[src/rtl/pio_cnt_pkg.sv]
package pio_cnt_pkg;
  // Controller limits on the encoded counts
  localparam int ACT_MIN  = 2;
  localparam int REC_MIN  = 2;
  localparam int REC_FOLD = 17;
  localparam int ACT_MAX  = 16;
  localparam int REC_MAX  = 16;
  localparam int REV_ADJ  = 2;
  localparam int CNTW     = $clog2(REC_FOLD + 1);

  typedef enum logic [1:0] {
    ST_IDLE = 2'd0,
    ST_CONV = 2'd1,
    ST_FIN  = 2'd2
  } calc_state_t;

  // Order in which the four conversions pass through the divider
  typedef enum logic [1:0] {
    SL_SETUP  = 2'd0,
    SL_ACTIVE = 2'd1,
    SL_CYCLE  = 2'd2,
    SL_RTIME  = 2'd3
  } conv_sel_t;
endpackage

[src/rtl/pio_ceil_div.sv]
// Restoring long divider producing ceil(num / den), one quotient bit per cycle.
module pio_ceil_div #(
  parameter int NW = 10,
  parameter int DW = 8
) (
  input  logic          clk,
  input  logic          rst,
  input  logic          go,
  input  logic [NW-1:0] num,
  input  logic [DW-1:0] den,
  output logic          fin,
  output logic [NW-1:0] ceil_q
);
  localparam int RW2 = NW + 1;
  localparam int KW  = $clog2(NW + 1);

  logic [RW2-1:0] rem_q;
  logic [NW-1:0]  quo_q;
  logic [DW-1:0]  den_q;
  logic [KW-1:0]  left_q;
  logic           run_q;

  logic [RW2-1:0] rem_sh;
  logic [RW2-1:0] den_ext;
  logic           fits;

  always_comb begin
    rem_sh  = {rem_q[NW-1:0], quo_q[NW-1]};
    den_ext = RW2'(den_q);
    fits    = (rem_sh >= den_ext);
  end

  always_ff @(posedge clk) begin
    if (rst) begin
      rem_q  <= '0;
      quo_q  <= '0;
      den_q  <= '0;
      left_q <= '0;
      run_q  <= 1'b0;
      fin    <= 1'b0;
    end else begin
      fin <= 1'b0;
      if (go) begin
        rem_q  <= '0;
        quo_q  <= num;
        den_q  <= (den == '0) ? DW'(1) : den;
        left_q <= KW'(NW);
        run_q  <= 1'b1;
      end else if (run_q) begin
        rem_q  <= fits ? (rem_sh - den_ext) : rem_sh;
        quo_q  <= {quo_q[NW-2:0], fits};
        left_q <= left_q - 1'b1;
        if (left_q == KW'(1)) begin
          run_q <= 1'b0;
          fin   <= 1'b1;
        end
      end
    end
  end

  assign ceil_q = quo_q + NW'(rem_q != '0);
endmodule

[src/rtl/pio_cnt_limit.sv]
// Recovery derivation, minimums, fold of excess recovery, caps, revision fix.
module pio_cnt_limit
  import pio_cnt_pkg::*;
#(
  parameter int TW = 10,
  parameter int RW = 2
) (
  input  logic [TW-1:0]   set_q,
  input  logic [TW-1:0]   act_q,
  input  logic [TW-1:0]   cyc_q,
  input  logic [TW-1:0]   rtm_q,
  input  logic [RW-1:0]   rev,
  output logic [CNTW-1:0] act_o,
  output logic [CNTW-1:0] rec_o
);
  localparam int XW = TW + 3;
  localparam logic signed [XW-1:0] K_ACT_MIN  = XW'(ACT_MIN);
  localparam logic signed [XW-1:0] K_REC_MIN  = XW'(REC_MIN);
  localparam logic signed [XW-1:0] K_REC_FOLD = XW'(REC_FOLD);
  localparam logic signed [XW-1:0] K_ACT_MAX  = XW'(ACT_MAX);
  localparam logic signed [XW-1:0] K_REC_MAX  = XW'(REC_MAX);
  localparam logic signed [XW-1:0] K_ONE      = XW'(1);
  localparam logic [RW-1:0]        K_REV_ADJ  = RW'(REV_ADJ);

  logic signed [XW-1:0] ac, rc, left_over;

  always_comb begin
    ac = XW'(act_q);
    if (ac < K_ACT_MIN) ac = K_ACT_MIN;
    left_over = XW'(cyc_q) - XW'(set_q) - ac;
    rc = XW'(rtm_q);
    if (left_over > rc) rc = left_over;
    if (rc < K_REC_MIN) rc = K_REC_MIN;
    if (rc > K_REC_FOLD) begin
      ac = ac + (rc - K_REC_FOLD);
      rc = K_REC_FOLD;
    end
    if (ac > K_ACT_MAX) ac = K_ACT_MAX;
    if (rev >= K_REV_ADJ) rc = rc - K_ONE;
    if (rc > K_REC_MAX) rc = K_REC_MAX;
    act_o = ac[CNTW-1:0];
    rec_o = rc[CNTW-1:0];
  end
endmodule

[src/rtl/pio_pair_merge.sv]
// Per-field slower-of-two merge for a shared-register channel.
module pio_pair_merge #(
  parameter int W = 5
) (
  input  logic         sel_pair,
  input  logic [W-1:0] own,
  input  logic [W-1:0] mate,
  output logic [W-1:0] merged
);
  always_comb begin
    merged = own;
    if (sel_pair && (mate > own)) merged = mate;
  end
endmodule

[src/rtl/pio_timing_calc.sv]
module pio_timing_calc
  import pio_cnt_pkg::*;
#(
  parameter int TW = 10,
  parameter int CW = 8,
  parameter int RW = 2
) (
  input  logic            clk,
  input  logic            rst,
  input  logic            start,
  input  logic [TW-1:0]   setup_ns,
  input  logic [TW-1:0]   active_ns,
  input  logic [TW-1:0]   cycle_ns,
  input  logic [CW-1:0]   clk_ns,
  input  logic [RW-1:0]   rev,
  input  logic [1:0]      drive_sel,
  input  logic            partner_on,
  input  logic [TW-1:0]   partner_setup,
  input  logic [CNTW-1:0] partner_active,
  input  logic [CNTW-1:0] partner_recov,
  output logic            busy,
  output logic            done,
  output logic [TW-1:0]   setup_cnt,
  output logic [CNTW-1:0] active_cnt,
  output logic [CNTW-1:0] recov_cnt
);
  localparam int NCONV = 4;
  localparam int SW    = TW + 2;

  calc_state_t state_q;
  conv_sel_t   sel_q;

  // Captured request
  logic [TW-1:0]   set_ns_q, act_ns_q, cyc_ns_q, rtm_ns_q;
  logic [CW-1:0]   per_q;
  logic [RW-1:0]   rev_q;
  logic            pair_q;
  logic [TW-1:0]   p_set_q;
  logic [CNTW-1:0] p_act_q, p_rec_q;

  // Conversion results, indexed by conv_sel_t
  logic [TW-1:0] conv_q [NCONV];

  logic          div_go;
  logic          div_fin;
  logic [TW-1:0] div_num;
  logic [TW-1:0] div_res;

  logic signed [SW-1:0] rtm_raw;
  logic [TW-1:0]        rtm_clamp;

  always_comb begin
    rtm_raw   = SW'(cycle_ns) - SW'(setup_ns) - SW'(active_ns);
    rtm_clamp = rtm_raw[SW-1] ? '0 : rtm_raw[TW-1:0];
  end

  always_comb begin
    unique case (sel_q)
      SL_SETUP:  div_num = set_ns_q;
      SL_ACTIVE: div_num = act_ns_q;
      SL_CYCLE:  div_num = cyc_ns_q;
      default:   div_num = rtm_ns_q;
    endcase
  end

  pio_ceil_div #(.NW(TW), .DW(CW)) u_div (
    .clk    (clk),
    .rst    (rst),
    .go     (div_go),
    .num    (div_num),
    .den    (per_q),
    .fin    (div_fin),
    .ceil_q (div_res)
  );

  logic [CNTW-1:0] lim_act, lim_rec;

  pio_cnt_limit #(.TW(TW), .RW(RW)) u_limit (
    .set_q (conv_q[SL_SETUP]),
    .act_q (conv_q[SL_ACTIVE]),
    .cyc_q (conv_q[SL_CYCLE]),
    .rtm_q (conv_q[SL_RTIME]),
    .rev   (rev_q),
    .act_o (lim_act),
    .rec_o (lim_rec)
  );

  logic [TW-1:0]   mrg_set;
  logic [CNTW-1:0] mrg_act, mrg_rec;

  pio_pair_merge #(.W(TW)) u_mrg_set (
    .sel_pair (pair_q), .own (conv_q[SL_SETUP]), .mate (p_set_q), .merged (mrg_set)
  );
  pio_pair_merge #(.W(CNTW)) u_mrg_act (
    .sel_pair (pair_q), .own (lim_act), .mate (p_act_q), .merged (mrg_act)
  );
  pio_pair_merge #(.W(CNTW)) u_mrg_rec (
    .sel_pair (pair_q), .own (lim_rec), .mate (p_rec_q), .merged (mrg_rec)
  );

  always_ff @(posedge clk) begin
    if (rst) begin
      state_q   <= ST_IDLE;
      sel_q     <= SL_SETUP;
      div_go    <= 1'b0;
      done      <= 1'b0;
      setup_cnt <= '0;
      active_cnt<= '0;
      recov_cnt <= '0;
      set_ns_q  <= '0;
      act_ns_q  <= '0;
      cyc_ns_q  <= '0;
      rtm_ns_q  <= '0;
      per_q     <= '0;
      rev_q     <= '0;
      pair_q    <= 1'b0;
      p_set_q   <= '0;
      p_act_q   <= '0;
      p_rec_q   <= '0;
      for (int i = 0; i < NCONV; i++) conv_q[i] <= '0;
    end else begin
      div_go <= 1'b0;
      done   <= 1'b0;
      unique case (state_q)
        ST_IDLE: begin
          if (start) begin
            set_ns_q <= setup_ns;
            act_ns_q <= active_ns;
            cyc_ns_q <= cycle_ns;
            rtm_ns_q <= rtm_clamp;
            per_q    <= clk_ns;
            rev_q    <= rev;
            pair_q   <= drive_sel[1] & partner_on;
            p_set_q  <= partner_setup;
            p_act_q  <= partner_active;
            p_rec_q  <= partner_recov;
            sel_q    <= SL_SETUP;
            div_go   <= 1'b1;
            state_q  <= ST_CONV;
          end
        end
        ST_CONV: begin
          if (div_fin) begin
            conv_q[sel_q] <= div_res;
            if (sel_q == SL_RTIME) begin
              state_q <= ST_FIN;
            end else begin
              sel_q  <= conv_sel_t'(sel_q + 2'd1);
              div_go <= 1'b1;
            end
          end
        end
        default: begin
          setup_cnt  <= mrg_set;
          active_cnt <= mrg_act;
          recov_cnt  <= mrg_rec;
          done       <= 1'b1;
          state_q    <= ST_IDLE;
        end
      endcase
    end
  end

  assign busy = (state_q != ST_IDLE);
endmodule

[config.mk]
export PLATFORM = sky130hd
export DESIGN_NAME = pio_timing_calc
export DESIGN_NICKNAME = d
export VERILOG_FILES = /design/src/rtl/pio_cnt_pkg.sv /design/src/rtl/pio_ceil_div.sv /design/src/rtl/pio_cnt_limit.sv /design/src/rtl/pio_pair_merge.sv /design/src/rtl/pio_timing_calc.sv
export SDC_FILE = /design/constraint.sdc
export NUM_CORES = 1
export LEC_CHECK = 0
export BUFFER_PORTS_ARGS = -buffer_cell sky130_fd_sc_hd__buf_2
export CAP_MARGIN = 25
export CORE_ASPECT_RATIO = 1.2
export CORE_MARGIN = 2
export CORE_UTILIZATION = 40
export DETAILED_ROUTE_END_ITERATION = 12
export PLACE_DENSITY = 0.68
export SKIP_LAST_GASP = 1
export SLEW_MARGIN = 25
export SYNTH_ARGS = -nofsm -noshare
export SYNTH_HDL_FRONTEND = slang
export SYNTH_SLANG_ARGS = --single-unit
[constraint.sdc]
create_clock -name clk -period 10.6 [get_ports clk]
set_clock_uncertainty 0.15 [all_clocks]
set_input_delay 0 -clock clk [delete_from_list [all_inputs] [get_ports clk]]
set_output_delay 0 -clock clk [all_outputs]
set_load 0.02 [all_outputs]
==> results of run 1 <==
## placed cells by master (no fill, tap or decap), types with 19 or more instances in the layout
cell           synthesis  layout
a211oi_1              38      35
a21o_1                19      19
a21oi_1              105     103
buf_2                  4      84
buf_4                  0      38
dfxtp_1              131     131
dlygate4sd3_1          1      82
edfxtp_1              40      40
ha_1                 110     104
inv_1                130     128
mux2i_1               25      25
nand2_1              207     205
nand3_1               21      21
nor2_1               131     127
nor2b_1               26      26
nor3_1                21      21
o21ai_0               61      55
xnor2_1               26      25
xor2_1                21      21
## synth_stat cells, drive strengths merged (4+ instances only)
master     n  area, um2
a21boi     9      67.57
nand3     21      105.1
a22oi     20      150.1
or3        7      45.05
a222oi    10      100.1
inv      130      488.0
o21a       9      75.07
or2       11      71.32
ha       110       1376
fa         5      100.1
and3       4      26.28
o21ai     67      346.6
o31ai      6      45.04
and2       9      56.30
nor2b     26      162.7
a211o      4      36.29
o21bai     6      45.04
and4       4      37.54
mux2i     26      264.0
a21o      20      151.4
o211ai     7      57.55
a21oi    107      543.0
xnor2     26      227.7
nand2    207      777.0
nor2     131      491.7
or4        6      53.80
xor2      21      183.9
nand4     10      62.56
nor4      12      105.1
a31oi      8      50.05
clkbuf    52      195.2
o2111ai    4      41.29
nor3      21      105.1
nand2b    17      106.4
edfxtp    40       1201
buf        8      50.05
a211oi    41      322.8
dfxtp    131       2623
## report_power, final
part / total, uW / switching [uW] / leakage [uW] / internal, uW
clock network: 599 / 271 / 0.000264 / 327
registers: 720 / 25.5 / 0.00148 / 694
logic: 661 / 371 / 0.00416 / 290
total: 1980 / 668 / 0.00590 / 1310
## worst max-delay path by stage
stage                     cells after the start  slack (ns)                         end                  startpoint
final                                        50        0.28   recov_cnt[0]$_SDFFE_PP0P_  conv_q[0][1]$_SDFFCE_PN0P_
after global routing                         50       -0.11   recov_cnt[0]$_SDFFE_PP0P_  conv_q[0][1]$_SDFFCE_PN0P_
after CTS                                    48        0.03  active_cnt[4]$_SDFFE_PP0P_  conv_q[0][1]$_SDFFCE_PN0P_
after detailed placement                     46        0.04  active_cnt[4]$_SDFFE_PP0P_  conv_q[0][1]$_SDFFCE_PN0P_
after global placement                       46        0.24  active_cnt[4]$_SDFFE_PP0P_  conv_q[0][1]$_SDFFCE_PN0P_
after floorplan                              55       0.002   recov_cnt[3]$_SDFFE_PP0P_  conv_q[0][1]$_SDFFCE_PN0P_
## final cells by class
type	count	area [um2]	area share, %
sequential	171	3824	27.40
antenna	1	2.502	0.01793
tap	379	474.2	3.398
inverter	131	491.7	3.523
multi-input combinational	1040	7083	50.75
timing repair buffer	204	1526	10.94
clock inverter	12	117.6	0.8427
clock buffer	20	436.7	3.129
## worst min-delay path, stage by stage
cell and delay [ns]:
dlygate4sd3_1 0.53, buf_2 0.12, nand2_1 0.04, a21oi_1 0.05
## sequential cells by signal, indices dropped and copies added, names as in the netlist, 10 cells and up
register	count
rtm_ns_q	10
conv_q	40
p_set_q	10
set_ns_q	10
u_div.quo_q	10
u_div.rem_q	11
setup_cnt	10
act_ns_q	10
cyc_ns_q	10
## cell families (layout without fill, tap and decap cells)
family / Yosys count / count (layout) / share of synthesized area [%]
AND/OR/NAND/NOR: 495 / 495 / 20.03
multiplexers: 28 / 28 / 2.509
adder cells (fa/ha/maj): 115 / 115 / 12.93
flip-flops: 171 / 171 / 33.48
other: 2 / 5 / 0.06576
XOR/XNOR: 47 / 47 / 3.604
buffers and inverters: 192 / 367 / 6.540
AO/OA/AOI/OAI: 351 / 351 / 20.85
## metal layers
| layer | vias up | track usage (%) |
|---|---|---|
| li1 | 5243 | - |
| met1 | 4963 | 23.52 |
| met2 | 267 | 36.52 |
| met3 | 78 | 2.907 |
| met4 | 0 | 9.148 |
| met5 | - | 0 |
## metrics by stage
step                      setup WS (ns)  power (uW)
after global placement           0.2366        1313
after global routing            -0.1081        2087
after detailed placement        0.03552        1322
after floorplan                0.002337        1177
after CTS                       0.02907        1945
final                            0.2831        1979
## what timing repair did
action	4_1_cts	5_1_grt
setup endpoints to repair	1	10
pin swaps	0	12
gates resized for setup	1	40
buffers inserted	0	11
hold endpoints to repair	76	0
hold buffers	82	0
==> impl_metrics.tcl, run 1 <==
set metrics [dict create \
    final_core_util_pct 49.84 \
    synthArstFlopShare_pct 0 \
    grt_pass1_vias 10260 \
    clock-sinks 171 \
    syn_area_um2 11420 \
    critPathKind "reg2reg" \
    gp_congestion 0.9129 \
    area_growth_pct 22.20 \
    yosysSeqAreaShare_pct 33.48 \
    portBuffers 85 \
    setup_viol 0 \
    required_ns 10.79 \
    period_minus_slack_ns 10.32 \
    slew_headroom_pct 42.19 \
    drv_cap 0 \
    cts_max_path_buffers 2 \
    worstPathArrival_ns 10.51 \
    tns_ns 0 \
    slowest_stage "or4_4" \
    crit_path_max_fanout 8 \
    routed.top_layer "met4" \
    firstDrtPassIters 5 \
    postRouteAntennaNets 0 \
    drive_gt1_share_pct 14.58 \
    synth_cell_types 91 \
    fin_nets 1746 \
    path_buf_inv 5 \
    avgSynthCellArea_um2 8.152 \
    cp_slowest_stage_delay_ns 0.52 \
    wl_per_cell_um 15.75 \
    cp-end-kind "flop" \
    num_io_pins 88 \
    p_leak_uw 0.005904 \
    r2r_end "recov_cnt[0]$_SDFFE_PP0P_" \
    grt_pass1_wl_mm 48.77 \
    drc 0 \
    grt_start_max_net_pins 66 \
    die_area_um2 29930 \
    period_share_pct 97.33 \
    max_slew.worst_pin.slew_ns 0.8653 \
    hold_viol 0 \
    antenna_found_initial 0 \
    finalMaxSlewViolations 0 \
    r2r_slack_ns 0.28 \
    reg2reg_from "conv_q[0][1]$_SDFFCE_PN0P_" \
    min_path_cells 4 \
    vdd_drop_max_uv 110.6 \
    fp-row-count 67 \
    hp-start "partner_setup[8]" \
    synth_edf_count 40 \
    drtIter0Drc 675 \
    postSynthCellCount 1401 \
    synth-seq-cells 171 \
    htree_levels 4 \
    numCtsBuffers 17 \
    wl_met3_mm 1.054 \
    clock_latency_ns 0.43 \
    min_path_type "in2reg" \
    path_clk_slew_ns 0.07 \
    critPathLaunchType "flop" \
    ys.flop_type "dfxtp_1" \
    core_um2 28000 \
    wl_met1_mm 12.68 \
    status "complete, no violations" \
    die_height_um 189.1 \
    design_area_um2 13960 \
    wl_met2_mm 15.99 \
    routed_wl_mm 30.84 \
    power_density_nw_per_um2 141.8 \
    fp.dieW_um 158.3 \
    via_per_inst 5.389 \
    grt-ovfl-total 0 \
    vias 10550 \
    reg2reg_depth 50 \
    hold_end "p_set_q[8]$_SDFFE_PP0P_" \
    place_hpwl_mm 21.67 \
    fin_hold_ws_ns 0.2005 \
    fill_cells 2592 \
    ys_warn_count 0 \
    initial_core_util_pct 40.79 \
    cts_tree "yes" \
    cts-root-buf "clkbuf_16" \
    cp_top_family "simple AND/OR/NAND/NOR gates" \
    max_freq_mhz 96.93 \
    layout.cells.non_filler 1958 \
    grt_usage_pct 20.27 \
    cp_common_cell "ha_1" \
    placedInstanceArea_um2 12320 \
    dp.cells 1832 \
]
Note: power is estimated with default switching activity, not from simulation.
==> run 2: changes to the inputs <==
--- a/config.mk
+++ b/config.mk
@@ -11,7 +11,7 @@
 export CORE_MARGIN = 2
 export CORE_UTILIZATION = 40
 export DETAILED_ROUTE_END_ITERATION = 12
-export PLACE_DENSITY = 0.68
+export PLACE_DENSITY = 0.64
 export SKIP_LAST_GASP = 1
 export SLEW_MARGIN = 25
 export SYNTH_ARGS = -nofsm -noshare
==> run 2 against run 1 <==
Compared with the run above: utilization up 0.33 points; die area unchanged; hold slack improved by 0.0048 ns; sequential power barely moved; cell area increased by 0.65%; register-to-register slack improved by 0.18 ns; maximum frequency is 1.8% higher; total power increased by 1.3%; combinational power grew 2%; critical endpoint is now recov_cnt[3]$_SDFFE_PP0P_.
==> impl_metrics.tcl, run 2 (same netlist as run 1, synthesis figures left out) <==
set metrics [dict create \
    status "complete, no violations" \
    grt_pass1_wl_mm 49.72 \
    place_hpwl_mm 21.91 \
    via_per_inst 5.312 \
    setup_ws_ns 0.4678 \
    hp-start "setup_ns[4]" \
    fin_hold_ws_ns 0.2053 \
    numCtsBuffers 17 \
    cp-end-kind "flop" \
    path_buf_inv 3 \
    fp.dieW_um 158.3 \
    die_area_um2 29930 \
    vias 10430 \
    fp-row-count 67 \
    cp_slowest_stage_delay_ns 0.57 \
    grt_start_max_net_pins 68 \
    hold_end "set_ns_q[4]$_SDFFE_PP0P_" \
    htree_levels 4 \
    area_growth_pct 22.99 \
    hold_viol 0 \
    reg2reg_depth 48 \
    firstDrtPassIters 7 \
    p_int_uw 1345 \
    routed_wl_mm 30.74 \
    critPathLaunchType "flop" \
    pwr-share-clk_pct 30.6 \
    fill_cells 2676 \
    num_io_pins 88 \
    critPathKind "reg2reg" \
    switching_share_pct 32.94 \
    die_height_um 189.1 \
    drive_gt1_share_pct 15.09 \
    wl_met1_mm 12.74 \
    min_path_cells 4 \
    cts-root-buf "clkbuf_16" \
    reg.largest.list "conv_q (40), u_div.rem_q (11)" \
    final_common_cell "nand2_1" \
    period_share_pct 95.59 \
    initial_core_util_pct 40.79 \
    power_frac_seq_pct 35.9 \
    slew_headroom_pct 41.49 \
    top_register "conv_q" \
    fin_nets 1752 \
    diodes 0 \
    antenna_found_initial 0 \
    layout_common_cells "nand2_1 (204), dfxtp_1 (131), nor2_1 (128)" \
    p_leak_uw 0.005931 \
    r2r_slack_ns 0.47 \
    clock-sinks 171 \
    portBuffers 85 \
    wl_met2_mm 16.03 \
    postRouteAntennaNets 0 \
    power_uw 2006 \
    core_um2 28000 \
    reg2reg_from "conv_q[2][1]$_SDFFCE_PN0P_" \
    largest_reg_flops 40 \
    max_freq_mhz 98.70 \
    drc 0 \
    grt-ovfl-total 0 \
    r2r_end "recov_cnt[3]$_SDFFE_PP0P_" \
    wl_per_cell_um 15.66 \
    pwr-share-comb_pct 33.6 \
    register_area_um2 3824 \
    vdd_drop_max_uv 100.0 \
    max_slew.worst_pin.slew_ns 0.8758 \
    slowest_stage "or4_4" \
    cp_top_family "compound AO/OA/AOI/OAI gates" \
    grt_usage_pct 20.79 \
    drtIter0Drc 635 \
    grt_pass1_vias 10260 \
    p_sw_uw 660.8 \
    drv_cap 0 \
    crit_path_max_fanout 6 \
    routed.top_layer "met4" \
    period_minus_slack_ns 10.13 \
    path_clk_slew_ns 0.06 \
    multi_input_area_um2 7117 \
    required_ns 10.79 \
    dp_slack_ns 0.09130 \
    wl_met3_mm 1.067 \
    cts_max_path_buffers 2 \
    clock_latency_ns 0.44 \
    cp_common_cell "ha_4" \
    worstPathArrival_ns 10.32 \
    power_density_nw_per_um2 142.8 \
    finalMaxSlewViolations 0 \
    setup_viol 0 \
    min_path_type "in2reg" \
    gp_congestion 0.9463 \
    cts_tree "yes" \
]
==> run 2: cell count changes in the layout (fill, tap and decap cells not counted), moves of 3 or more <==
cell | previous run | this run
a211oi_2 | 5 | 2
ha_1 | 104 | 101
a21oi_1 | 103 | 100
buf_4 | 38 | 44
a21oi_2 | 3 | 6
==> run 2: worst max-delay path by stage <==
| stage | slack (ns) | endpoint | cells after the start | from |
|---|---|---|---|---|
| floorplan | 0.002 | recov_cnt[3]$_SDFFE_PP0P_ | 55 | conv_q[0][1]$_SDFFCE_PN0P_ |
| global placement | 0.27 | active_cnt[4]$_SDFFE_PP0P_ | 46 | conv_q[0][1]$_SDFFCE_PN0P_ |
| detailed placement | 0.09 | active_cnt[4]$_SDFFE_PP0P_ | 47 | conv_q[0][1]$_SDFFCE_PN0P_ |
| CTS | 0.008 | active_cnt[4]$_SDFFE_PP0P_ | 47 | conv_q[0][1]$_SDFFCE_PN0P_ |
| global route | -0.07 | recov_cnt[3]$_SDFFE_PP0P_ | 53 | conv_q[0][1]$_SDFFCE_PN0P_ |
| finish | 0.47 | recov_cnt[3]$_SDFFE_PP0P_ | 48 | conv_q[2][1]$_SDFFCE_PN0P_ |
==> run 2: cell type report <==
type,count,share of cell area [%]
clock inverter,11,0.8462
tap,379,3.376
inverter,131,3.500
sequential,171,27.22
multi-input combinational,1040,50.66
clock buffer,21,3.207
timing repair buffer,210,11.19
==> run 2: repair_timing <==
item                                    CTS  global route
hold buffers                             82             0
hold endpoints to repair                 75             0
gates resized for setup                   0            47
setup buffers                             0            14
endpoints found under the setup margin    0            10
==> run 2: power groups by stage <==
stage | clock network, uW | registers [uW] | logic (uW)
3_3_place_gp | 0 | 733 | 585
3_5_place_dp | 0 | 733 | 594
2_1_floorplan | 0 | 724 | 453
6_report | 613 | 719 | 673
4_1_cts | 622 | 719 | 623
5_1_grt | 652 | 723 | 753
==> run 2: per-layer routing <==
metal	vias up	track usage, %
met1	4894	24.77
met5	-	0
met3	67	2.998
li1	5234	-
met2	233	37.53
met4	0	7.623
==> run 2: through the flow <==
stage	util, %	std cells	setup TNS (ns)	cell area, um2
final	50.17	1963	0	14050
after global routing	50.17	1963	-0.08844	14050
after CTS	49.05	1949	0	13730
after detailed placement	44.09	1835	0	12340
after global placement	44.08	1835	0	12340
after floorplan	-	1403	0	11500
==> run 2: worst register-to-register path: cells and delay by family, from the launching register on <==
family	cells	cell delay [ns]
xor+xnor	1	0.14
flops	1	0.39
buf+inv	3	0.20
simple gates	17	3.66
compound gates	20	3.76
fa+ha+maj	7	1.74
==> run 3: changes to the inputs <==
--- a/config.mk
+++ b/config.mk
@@ -11,7 +11,7 @@
 export CORE_MARGIN = 2
 export CORE_UTILIZATION = 40
 export DETAILED_ROUTE_END_ITERATION = 12
-export PLACE_DENSITY = 0.64
+export PLACE_DENSITY = 0.62
 export SKIP_LAST_GASP = 1
 export SLEW_MARGIN = 25
 export SYNTH_ARGS = -nofsm -noshare
==> constraint.sdc (replaced) <==
create_clock -name clk -period 12.9 [get_ports clk]
set_clock_uncertainty 0.15 [all_clocks]
set_input_delay 0 -clock clk [delete_from_list [all_inputs] [get_ports clk]]
set_output_delay 0 -clock clk [all_outputs]
set_load 0.02 [all_outputs]
==> run 3 against run 2 <==
Compared with the run above: clock power decreased by 24%; sequential cell count unchanged; total power decreased by 23%; sequential share of layout area increased by 1.1 points; maximum frequency decreased by 14%; worst setup slack improved by 0.65 ns; first-iteration DRC count decreased by 4.1%; combinational power decreased by 27%; sequential power decreased by 18%; critical path depth increased by 3; largest power group unchanged; highest routed layer unchanged.
==> impl_metrics.tcl, run 3 (same netlist as run 1, synthesis figures left out) <==
set metrics [dict create \
    finalMaxSlewViolations 0 \
    hold_viol 0 \
    vias 10220 \
    antenna_found_initial 0 \
    fp-row-count 67 \
    top_register "conv_q" \
    postRouteAntennaNets 0 \
    min_path_type "in2reg" \
    status "complete, no violations" \
    clock_latency_ns 0.44 \
    wl_per_cell_um 15.22 \
    worstPathArrival_ns 11.99 \
    grt_pass1_vias 9965 \
    final_common_cell "nand2_1" \
    core_um2 28000 \
    grt_pass1_wl_mm 48.67 \
    clock-sinks 171 \
    cts-root-buf "clkbuf_16" \
    portBuffers 85 \
    htree_levels 4 \
    slew_headroom_pct 39.88 \
    pwr-share-comb_pct 31.7 \
    fin_nets 1720 \
    grt_usage_pct 20.25 \
    diodes 0 \
    vdd_drop_max_uv 91.52 \
    cp_slowest_stage_delay_ns 0.53 \
    drive_gt1_share_pct 10.89 \
    grt_start_max_net_pins 68 \
    path_clk_slew_ns 0.07 \
    p_sw_uw 519.6 \
    rsz0062_at_grt "no" \
    max_slew.worst_pin.slew_ns 0.9002 \
    period_minus_slack_ns 11.78 \
    place_hpwl_mm 21.56 \
    die_area_um2 29930 \
    fill_cells 2728 \
    required_ns 13.10 \
    firstDrtPassIters 5 \
    routed_wl_mm 29.38 \
    cts_setup_buffers 0 \
    cp-end-kind "flop" \
    period_share_pct 91.36 \
    largest_reg_flops 40 \
    power_frac_seq_pct 38.2 \
    cts_tree "yes" \
    crit_path_max_fanout 12 \
    final_core_util_pct 48.25 \
    critPathKind "reg2reg" \
    drv_cap 0 \
    power_uw 1545 \
    drtIter0Drc 609 \
    p_int_uw 1025 \
    grt-ovfl-total 0 \
    reg.largest.list "conv_q (40), u_div.rem_q (11)" \
    area_growth_pct 18.30 \
    die_height_um 189.1 \
    cts_max_path_buffers 2 \
    pwr-share-clk_pct 30.1 \
    max_freq_mhz 84.85 \
    critPathLaunchType "flop" \
    p_leak_uw 0.005726 \
    slowest_stage "or3_2" \
    power_density_nw_per_um2 114.3 \
    cp_common_cell "ha_1" \
    gp_congestion 0.9017 \
    setup_viol 0 \
    num_io_pins 88 \
    numCtsBuffers 17 \
    via_per_inst 5.292 \
    fp.dieW_um 158.3 \
    initial_core_util_pct 40.79 \
    drc 0 \
    tns_ns 0 \
    switching_share_pct 33.64 \
    layout_common_cells "nand2_1 (206), nor2_1 (131), dfxtp_1 (131)" \
]
run 3: changes by cell type in the layout (fill, tap and decap cells not counted), sizes merged:
cell | previous run | this run
buf | 128 | 96
bufinv | 2 | 0
clkbuf | 21 | 19
clkinv | 4 | 6
clkinvlp | 3 | 5
run 3: area by class of cell:
type | instances | area, um2 | share of cell area [%]
clock buffer | 19 | 432.9 | 3.204
clock inverter | 13 | 92.59 | 0.6853
inverter | 131 | 491.7 | 3.640
multi-input combinational | 1040 | 6864 | 50.81
sequential | 171 | 3824 | 28.30
tap | 379 | 474.2 | 3.510
timing repair buffer | 178 | 1331 | 9.854
run 3: final timing paths:
check	startpoint	endpoint	slack (ns)	cells after the start
setup / recovery	conv_q[0][1]$_SDFFCE_PN0P_	recov_cnt[3]$_SDFFE_PP0P_	1.12	51
hold / removal	active_ns[0]	act_ns_q[0]$_SDFFE_PP0P_	0.20	4
setup reg to reg	conv_q[0][1]$_SDFFCE_PN0P_	recov_cnt[3]$_SDFFE_PP0P_	1.12	51
hold reg to reg	u_div.fin$_SDFF_PP0_	state_q[0]$_SDFFE_PP0P_	0.30	1
run 3: routing by layer:
layer	track usage, %	up-vias	wire length, um
li1	-	5174	-
met1	24.88	4808	12750
met2	35.59	179	15000
met3	2.472	57	761
met4	8.281	0	870
met5	0	-	0
run 3: timing repair:
action	CTS	global route
hold endpoints to repair	75	0
gates resized for setup	0	1
hold buffers	82	0
endpoints found under the setup margin	0	2
run 3: worst max-delay path: cells and delay by family (launching register included):
| family | cells | cell delay [ns] |
|---|---|---|
| buf+inv | 5 | 0.48 |
| simple gates | 19 | 4.32 |
| flops | 1 | 0.43 |
| compound gates | 19 | 4.17 |
| xor+xnor | 1 | 0.15 |
| fa+ha+maj | 7 | 1.99 |
run 3: power groups by stage:
stage | Clock [uW] | Sequential, uW | Combinational [uW]
after floorplan | 0 | 595 | 364
after global placement | 0 | 602 | 457
after detailed placement | 0 | 602 | 464
after CTS | 473 | 590 | 487
after global routing | 493 | 594 | 555
final | 465 | 591 | 489
run 3: per-stage QoR:
step	setup slack [ns]	instance area [um2]	hold WS, ns	instances
CTS	0.9976	13510	0.1891	1931
floorplan	1.547	11430	-0.01404	1403
finish	1.115	13510	0.2045	1931
global route	0.1210	13510	0.2037	1931
global placement	1.136	12160	0.09793	1817
detailed placement	1.067	12160	0.09796	1817
